### config.mk
export PLATFORM = sky130hd
export DESIGN_NAME = dac_cmd_ctrl
export DESIGN_NICKNAME = d
export VERILOG_FILES = /design/src/rtl/dac_cmd_pkg.sv /design/src/rtl/dac_frame_fmt.sv /design/src/rtl/dac_spi_tx.sv /design/src/rtl/dac_cmd_ctrl.sv
export SDC_FILE = /design/constraint.sdc
export NUM_CORES = 1
export LEC_CHECK = 0
export ABC_AREA = 0
export CAP_MARGIN = 20
export CELL_PAD_IN_SITES_DETAIL_PLACEMENT = 1
export CELL_PAD_IN_SITES_GLOBAL_PLACEMENT = 2
export CORE_UTILIZATION = 42
export CTS_CLUSTER_DIAMETER = 50
export DETAILED_ROUTE_END_ITERATION = 12
export DONT_BUFFER_PORTS = 1
export PLACE_DENSITY_LB_ADDON = 0.1
export SLEW_MARGIN = 20
export SYNTH_ARGS = -nofsm -noshare
export SYNTH_HDL_FRONTEND = slang
export SYNTH_SLANG_ARGS = --single-unit
export TNS_END_PERCENT = 100
### constraint.sdc
create_clock -name clk_i -period 2.8 [get_ports clk_i]
set_input_delay 0.14 -clock clk_i [delete_from_list [all_inputs] [get_ports clk_i]]
set_output_delay 0.14 -clock clk_i [all_outputs]
set_load 0.01 [all_outputs]
### src/rtl/dac_cmd_pkg.sv
package dac_cmd_pkg;
  localparam int FRAME_W = 16;
  localparam int FIELD_W = 12;

  typedef enum logic [1:0] {
    OPC_LOAD     = 2'b00,
    OPC_LOAD_UPD = 2'b01,
    OPC_LOAD_ALL = 2'b10,
    OPC_SLEEP    = 2'b11
  } dac_opc_e;

  typedef enum logic [1:0] {
    REQ_WRITE = 2'd0,
    REQ_POWER = 2'd1,
    REQ_TERM  = 2'd2,
    REQ_RSVD  = 2'd3
  } req_op_e;

  typedef enum logic [1:0] {
    ST_BOOT,
    ST_IDLE,
    ST_XFER
  } ctrl_state_e;
endpackage

### src/rtl/dac_frame_fmt.sv
module dac_frame_fmt
  import dac_cmd_pkg::*;
#(
  parameter int RES = 10
) (
  input  logic [1:0]         addr_i,
  input  dac_opc_e           opc_i,
  input  logic [RES-1:0]     val_i,
  output logic [FRAME_W-1:0] frame_o
);
  localparam int PAD = FIELD_W - RES;

  generate
    if (PAD == 0) begin : g_full
      assign frame_o = {addr_i, opc_i, val_i};
    end else begin : g_pad
      assign frame_o = {addr_i, opc_i, val_i, {PAD{1'b0}}};
    end
  endgenerate
endmodule

### src/rtl/dac_spi_tx.sv
module dac_spi_tx
  import dac_cmd_pkg::*;
#(
  parameter int HALF_DIV = 2
) (
  input  logic               clk_i,
  input  logic               rst_ni,
  input  logic               start_i,
  input  logic [FRAME_W-1:0] frame_i,
  output logic               done_o,
  output logic               sclk_o,
  output logic               cs_no,
  output logic               mosi_o
);
  localparam int DIV_W = $clog2(HALF_DIV + 1);
  localparam int BIT_W = $clog2(FRAME_W);

  logic               active_q, gap_q, gap_half_q, sclk_q, cs_n_q, done_q;
  logic [FRAME_W-1:0] sh_q;
  logic [BIT_W-1:0]   bit_q;
  logic [DIV_W-1:0]   div_q;
  logic               tick;

  assign tick = (div_q == DIV_W'(HALF_DIV - 1));

  always_ff @(posedge clk_i or negedge rst_ni) begin
    if (!rst_ni) begin
      active_q   <= 1'b0;
      gap_q      <= 1'b0;
      gap_half_q <= 1'b0;
      sclk_q     <= 1'b0;
      cs_n_q     <= 1'b1;
      done_q     <= 1'b0;
      sh_q       <= '0;
      bit_q      <= '0;
      div_q      <= '0;
    end else begin
      done_q <= 1'b0;
      if (!active_q) begin
        if (start_i) begin
          active_q   <= 1'b1;
          cs_n_q     <= 1'b0;
          sh_q       <= frame_i;
          sclk_q     <= 1'b0;
          div_q      <= '0;
          bit_q      <= '0;
          gap_q      <= 1'b0;
          gap_half_q <= 1'b0;
        end
      end else if (!tick) begin
        div_q <= div_q + 1'b1;
      end else begin
        div_q <= '0;
        if (gap_q) begin
          // chip select idles one full serial clock period
          if (gap_half_q) begin
            active_q <= 1'b0;
            done_q   <= 1'b1;
          end else begin
            gap_half_q <= 1'b1;
          end
        end else if (!sclk_q) begin
          sclk_q <= 1'b1;
        end else begin
          sclk_q <= 1'b0;
          if (bit_q == BIT_W'(FRAME_W - 1)) begin
            cs_n_q <= 1'b1;
            gap_q  <= 1'b1;
          end else begin
            bit_q <= bit_q + 1'b1;
            sh_q  <= {sh_q[FRAME_W-2:0], 1'b0};
          end
        end
      end
    end
  end

  assign done_o = done_q;
  assign sclk_o = sclk_q;
  assign cs_no  = cs_n_q;
  assign mosi_o = sh_q[FRAME_W-1];
endmodule

### src/rtl/dac_cmd_ctrl.sv
module dac_cmd_ctrl
  import dac_cmd_pkg::*;
#(
  parameter int NUM_CH   = 4,
  parameter int RES      = 10,
  parameter int HALF_DIV = 2
) (
  input  logic                  clk_i,
  input  logic                  rst_ni,
  input  logic                  req_valid_i,
  output logic                  req_ready_o,
  input  logic [1:0]            req_op_i,
  input  logic [1:0]            req_ch_i,
  input  logic [11:0]           req_val_i,
  output logic                  done_o,
  output logic                  err_o,
  output logic                  busy_o,
  output logic                  pd_o,
  output logic [NUM_CH*RES-1:0] cache_o,
  output logic                  sclk_o,
  output logic                  cs_no,
  output logic                  mosi_o
);
  localparam int CH_W = (NUM_CH > 1) ? $clog2(NUM_CH) : 1;

  ctrl_state_e        state_q;
  logic [RES-1:0]     cache_q [NUM_CH];
  logic               pd_q;
  logic [1:0]         term_q;
  logic               launch_q, silent_q;
  logic [FRAME_W-1:0] frame_q;
  logic               done_q, err_q, busy_q;
  logic               upd_cache_q, upd_pd_q, upd_term_q;
  logic [CH_W-1:0]    upd_ch_q;
  logic [RES-1:0]     upd_val_q;
  logic               upd_pd_val_q;
  logic [1:0]         upd_term_val_q;

  logic [1:0]         fmt_addr;
  dac_opc_e           fmt_opc;
  logic [RES-1:0]     fmt_val;
  logic [FRAME_W-1:0] fmt_frame;
  logic               tx_done;
  logic [CH_W-1:0]    ch_idx;
  logic               ch_oor, val_oor, val_same;

  assign ch_idx   = req_ch_i[CH_W-1:0];
  assign ch_oor   = (32'(req_ch_i) >= NUM_CH);
  assign val_oor  = (RES < FIELD_W) ? ((req_val_i >> RES) != '0) : 1'b0;
  assign val_same = (req_val_i[RES-1:0] == cache_q[ch_idx]);

  always_comb begin
    fmt_addr = 2'b00;
    fmt_opc  = OPC_LOAD_ALL;
    fmt_val  = '0;
    if (state_q == ST_IDLE) begin
      unique case (req_op_e'(req_op_i))
        REQ_WRITE: begin
          fmt_addr = req_ch_i;
          fmt_opc  = OPC_LOAD_UPD;
          fmt_val  = req_val_i[RES-1:0];
        end
        REQ_POWER: begin
          if (req_val_i[0]) begin
            fmt_addr = term_q + 2'd1;
            fmt_opc  = OPC_SLEEP;
          end else begin
            fmt_opc = OPC_LOAD_UPD;
            fmt_val = cache_q[0];
          end
        end
        REQ_TERM: begin
          fmt_addr = req_val_i[1:0] + 2'd1;
          fmt_opc  = OPC_SLEEP;
        end
        default: ;
      endcase
    end
  end

  dac_frame_fmt #(.RES(RES)) u_fmt (
    .addr_i (fmt_addr),
    .opc_i  (fmt_opc),
    .val_i  (fmt_val),
    .frame_o(fmt_frame)
  );

  dac_spi_tx #(.HALF_DIV(HALF_DIV)) u_tx (
    .clk_i  (clk_i),
    .rst_ni (rst_ni),
    .start_i(launch_q),
    .frame_i(frame_q),
    .done_o (tx_done),
    .sclk_o (sclk_o),
    .cs_no  (cs_no),
    .mosi_o (mosi_o)
  );

  always_ff @(posedge clk_i or negedge rst_ni) begin
    if (!rst_ni) begin
      state_q        <= ST_BOOT;
      for (int i = 0; i < NUM_CH; i++) cache_q[i] <= '0;
      pd_q           <= 1'b0;
      term_q         <= 2'd0;
      launch_q       <= 1'b0;
      silent_q       <= 1'b0;
      frame_q        <= '0;
      done_q         <= 1'b0;
      err_q          <= 1'b0;
      busy_q         <= 1'b0;
      upd_cache_q    <= 1'b0;
      upd_pd_q       <= 1'b0;
      upd_term_q     <= 1'b0;
      upd_ch_q       <= '0;
      upd_val_q      <= '0;
      upd_pd_val_q   <= 1'b0;
      upd_term_val_q <= 2'd0;
    end else begin
      launch_q <= 1'b0;
      done_q   <= 1'b0;
      err_q    <= 1'b0;
      busy_q   <= 1'b0;
      unique case (state_q)
        ST_BOOT: begin
          frame_q     <= fmt_frame;
          launch_q    <= 1'b1;
          silent_q    <= 1'b1;
          upd_cache_q <= 1'b0;
          upd_pd_q    <= 1'b0;
          upd_term_q  <= 1'b0;
          state_q     <= ST_XFER;
        end
        ST_IDLE: begin
          if (req_valid_i) begin
            frame_q     <= fmt_frame;
            silent_q    <= 1'b0;
            upd_cache_q <= 1'b0;
            upd_pd_q    <= 1'b0;
            upd_term_q  <= 1'b0;
            unique case (req_op_e'(req_op_i))
              REQ_WRITE: begin
                if (ch_oor || val_oor) err_q <= 1'b1;
                else if (val_same) done_q <= 1'b1;
                else if (pd_q) busy_q <= 1'b1;
                else begin
                  launch_q    <= 1'b1;
                  upd_cache_q <= 1'b1;
                  upd_ch_q    <= ch_idx;
                  upd_val_q   <= req_val_i[RES-1:0];
                  state_q     <= ST_XFER;
                end
              end
              REQ_POWER: begin
                if (req_val_i[0] == pd_q) done_q <= 1'b1;
                else begin
                  launch_q     <= 1'b1;
                  upd_pd_q     <= 1'b1;
                  upd_pd_val_q <= req_val_i[0];
                  state_q      <= ST_XFER;
                end
              end
              REQ_TERM: begin
                if (req_val_i[1:0] == 2'd3) err_q <= 1'b1;
                else if (req_val_i[1:0] == term_q) done_q <= 1'b1;
                else if (pd_q) begin
                  launch_q       <= 1'b1;
                  upd_term_q     <= 1'b1;
                  upd_term_val_q <= req_val_i[1:0];
                  state_q        <= ST_XFER;
                end else begin
                  term_q <= req_val_i[1:0];
                  done_q <= 1'b1;
                end
              end
              default: err_q <= 1'b1;
            endcase
          end
        end
        ST_XFER: begin
          if (tx_done) begin
            if (upd_cache_q) cache_q[upd_ch_q] <= upd_val_q;
            if (upd_pd_q)    pd_q <= upd_pd_val_q;
            if (upd_term_q)  term_q <= upd_term_val_q;
            done_q  <= !silent_q;
            state_q <= ST_IDLE;
          end
        end
        default: state_q <= ST_IDLE;
      endcase
    end
  end

  generate
    for (genvar g = 0; g < NUM_CH; g++) begin : g_cache
      assign cache_o[g*RES +: RES] = cache_q[g];
    end
  endgenerate

  assign req_ready_o = (state_q == ST_IDLE);
  assign done_o      = done_q;
  assign err_o       = err_q;
  assign busy_o      = busy_q;
  assign pd_o        = pd_q;
endmodule

==> flow_summary.json <==
{
  "drc": 1,
  "yosysSeqAreaShare": 0.536,
  "syn_avg_cell_area_um2": 12.0,
  "synthTopCellsByArea": "dfrtp_1 53%, mux2_2 11%, mux4_2 4.0%",
  "path_clk_slew_ps": 70,
  "synth_top_area_frac": 0.531,
  "drt_iter0_drc": 180,
  "gp_congestion": 0.833,
  "synthFlopType": "dfrtp_1",
  "finish.utilization": 0.493,
  "critPathLaunchType": "flop",
  "rsz0062_at_grt": "no",
  "cts-resized-gates": 0,
  "finish.instance_area_mm2": 0.00571,
  "io_buffers": 0,
  "hpwl_um": 8790,
  "placedInstanceArea_mm2": 0.00524,
  "critical_path_arrival_ps": 2760,
  "placedCellCount": 557,
  "synth.distinct_cells": 47,
  "final.setup.worst_slack_ps": 271,
  "syn_to_final_growth_pct": 13.2,
  "yosys_warnings": 0,
  "fmax_mhz": 395,
  "power_frac_comb": 0.192,
  "numCtsBuffers": 9,
  "dieWidth_um": 112,
  "violations": "DRC",
  "pre_cts_ws_ps": 294,
  "grt_pass1_vias": 3751,
  "grt_max_degree": 109,
  "drtAntennaViolNets": 0,
  "syn-cell-area_mm2": 0.00504,
  "worst_pin_slew_ps": 845,
  "p_sw_uw": 1210,
  "num_io_pins": 67,
  "vias_per_cell": 5.83,
  "grt_pass1_wl_um": 21300,
  "fin_crit_ps": 2530,
  "clock_power_share": 0.314,
  "grt.total_usage": 0.227,
  "cts.sinks": 108,
  "path_cells": "mux4_1 > xnor2_1 > nand4_2 > o311ai_4 > buf_12 > mux2_2",
  "critical-path-slowest-cell": "mux4_1",
  "start_util": 0.436,
  "core_mm2": 0.0116,
  "critPathRequiredTime_ps": 3030,
  "diodes": 0,
  "cp_max_fo": 13,
  "cap_violations": 0,
  "p_sw_frac": 0.304,
  "worst-setup-path-type": "reg2reg",
  "worst_clock_skew_ps": 6.65,
  "setup_viol": 0,
  "grt_overflow": 0,
  "hold_viol": 0,
  "p_leak_uw": 0.00272,
  "period_share": 0.903,
  "synth_cells": 420,
  "pwr_density_cell_mw_per_mm2": 697,
  "yosysMostFrequentCell": "dfrtp_1",
  "clk_latency_ps": 350,
  "firstDrtPassIters": 11,
  "setup_tns_ps": 0,
  "cts_tree": "built",
  "cts_hold_buffers": 15,
  "syn_nets": 445,
  "fp.dieH_um": 112,
  "seq_power_share": 0.494,
  "vdd_drop_max_mv": 0.568,
  "stdcell_count": 588,
  "slew-limit-headroom": 0.422,
  "row_count": 39,
  "cts.htree.levels": 3,
  "synth_top_cell_by_area": "dfrtp_1",
  "slowest_delay_ps": 530,
  "hold_class": "in2reg",
  "vias": 3430,
  "cts-root-buf": "clkbuf_16",
  "drt-wirelength-per-cell_um": 22.0,
  "netlist_top_cells_count": "107 x dfrtp_1, 48 x mux2_2, 33 x inv_1",
  "fin_nets": 465,
  "drive_gt1_frac": 0.229,
  "status": "finished, violations left",
  "dieArea_mm2": 0.0124,
  "postRouteWirelength_um": 12900,
  "power.internal_uw": 2770,
  "slew_viol_final": 0,
  "post_cts.repair.setup_buffers": 0,
  "clockBufferDepth": 2,
  "synthArstFlopShare": 1.00,
  "synth_edf_count": 0,
  "ys_ff_latch": 108,
  "endpoint_kind": "flop",
  "antenna_found_initial": 0
}
area by class of cell:
| type | count | area, um^2 |
|---|---|---|
| clock inverter | 5 | 42.5 |
| timing repair buffer | 28 | 278 |
| clock buffer | 11 | 253 |
| sequential | 108 | 2700 |
| fill | 1229 | 5860 |
| tap | 143 | 179 |
| inverter | 33 | 124 |
| multi-input combinational | 260 | 2130 |
power groups by stage:
stage / clock, uW / combinational [uW] / sequential, uW
2_1_floorplan: 0 / 539 / 1900
3_3_place_gp: 0 / 689 / 1980
3_5_place_dp: 0 / 712 / 1990
4_1_cts: 1300 / 773 / 1960
5_1_grt: 1350 / 854 / 2000
6_report: 1250 / 764 / 1960
worst max-delay path: cells and delay by family (launching register included):
kind	cells	cell delay, ps
simple gates	1	230
flops	1	450
xor+xnor	1	260
buf+inv	1	210
compound gates	1	390
mux	2	880
per-stage QoR:
stage	power, uW	hold WS (ps)
2_1_floorplan	2440	-156
3_3_place_gp	2670	-150
3_5_place_dp	2700	-152
4_1_cts	4030	0.478
5_1_grt	4200	34.7
6_report	3970	10.3
registers in the layout, indices dropped and copies added, names as in the netlist, 2 cells and up:
register / count
cache_o: 40
frame_q: 14
u_tx.sh_q: 14
upd_val_q: 10
u_tx.bit_q: 4
state_q: 2
term_q: 2
u_tx.div_q: 2
upd_ch_q: 2
upd_term_val_q: 2
cells in the final DEF (no fill, tap or decap), types with 11 or more instances in the layout:
master,n
dfrtp_1,107
mux2_2,48
inv_1,33
nand2_1,26
nor2_1,23
a21oi_1,23
dlygate4sd3_1,14
xnor2_1,13
o22ai_1,12
buf_4,12
o21ai_0,11
per-layer routing:
| metal | routed length [um] | global-route usage | up-vias |
|---|---|---|---|
| li1 | - | - | 1557 |
| met5 | 0 | 0 | - |
| met2 | 6300 | 0.364 | 86 |
| met3 | 745 | 0.0729 | 12 |
| met4 | 179 | 0.0649 | 0 |
| met1 | 5700 | 0.295 | 1775 |
path summary, 6_finish.rpt:
kind,endpoint,slack [ps],start,depth (start not counted)
setup / recovery,upd_val_q[1],270,cache_o[0],6
hold / removal,frame_q[14],10,req_op_i[1],2
setup reg to reg,upd_val_q[1],270,cache_o[0],6
hold reg to reg,upd_pd_q,490,upd_pd_q,2
max in group asynchronous,u_tx.cs_no,1960,rst_ni,2
min in group asynchronous,upd_term_q,420,rst_ni,2
logic make-up (layout without fill, tap and decap cells):
logic type      after synthesis  count (layout)  share of synthesized area
flops                       108             108                      0.536
fa+ha+maj                     6               6                     0.0149
simple gates                 89              89                     0.0864
buf+inv                      52              77                     0.0417
xor+xnor                     15              15                     0.0261
compound gates               79              79                      0.108
mux                          71              71                      0.186
Power figures use the tool's default switching activity.
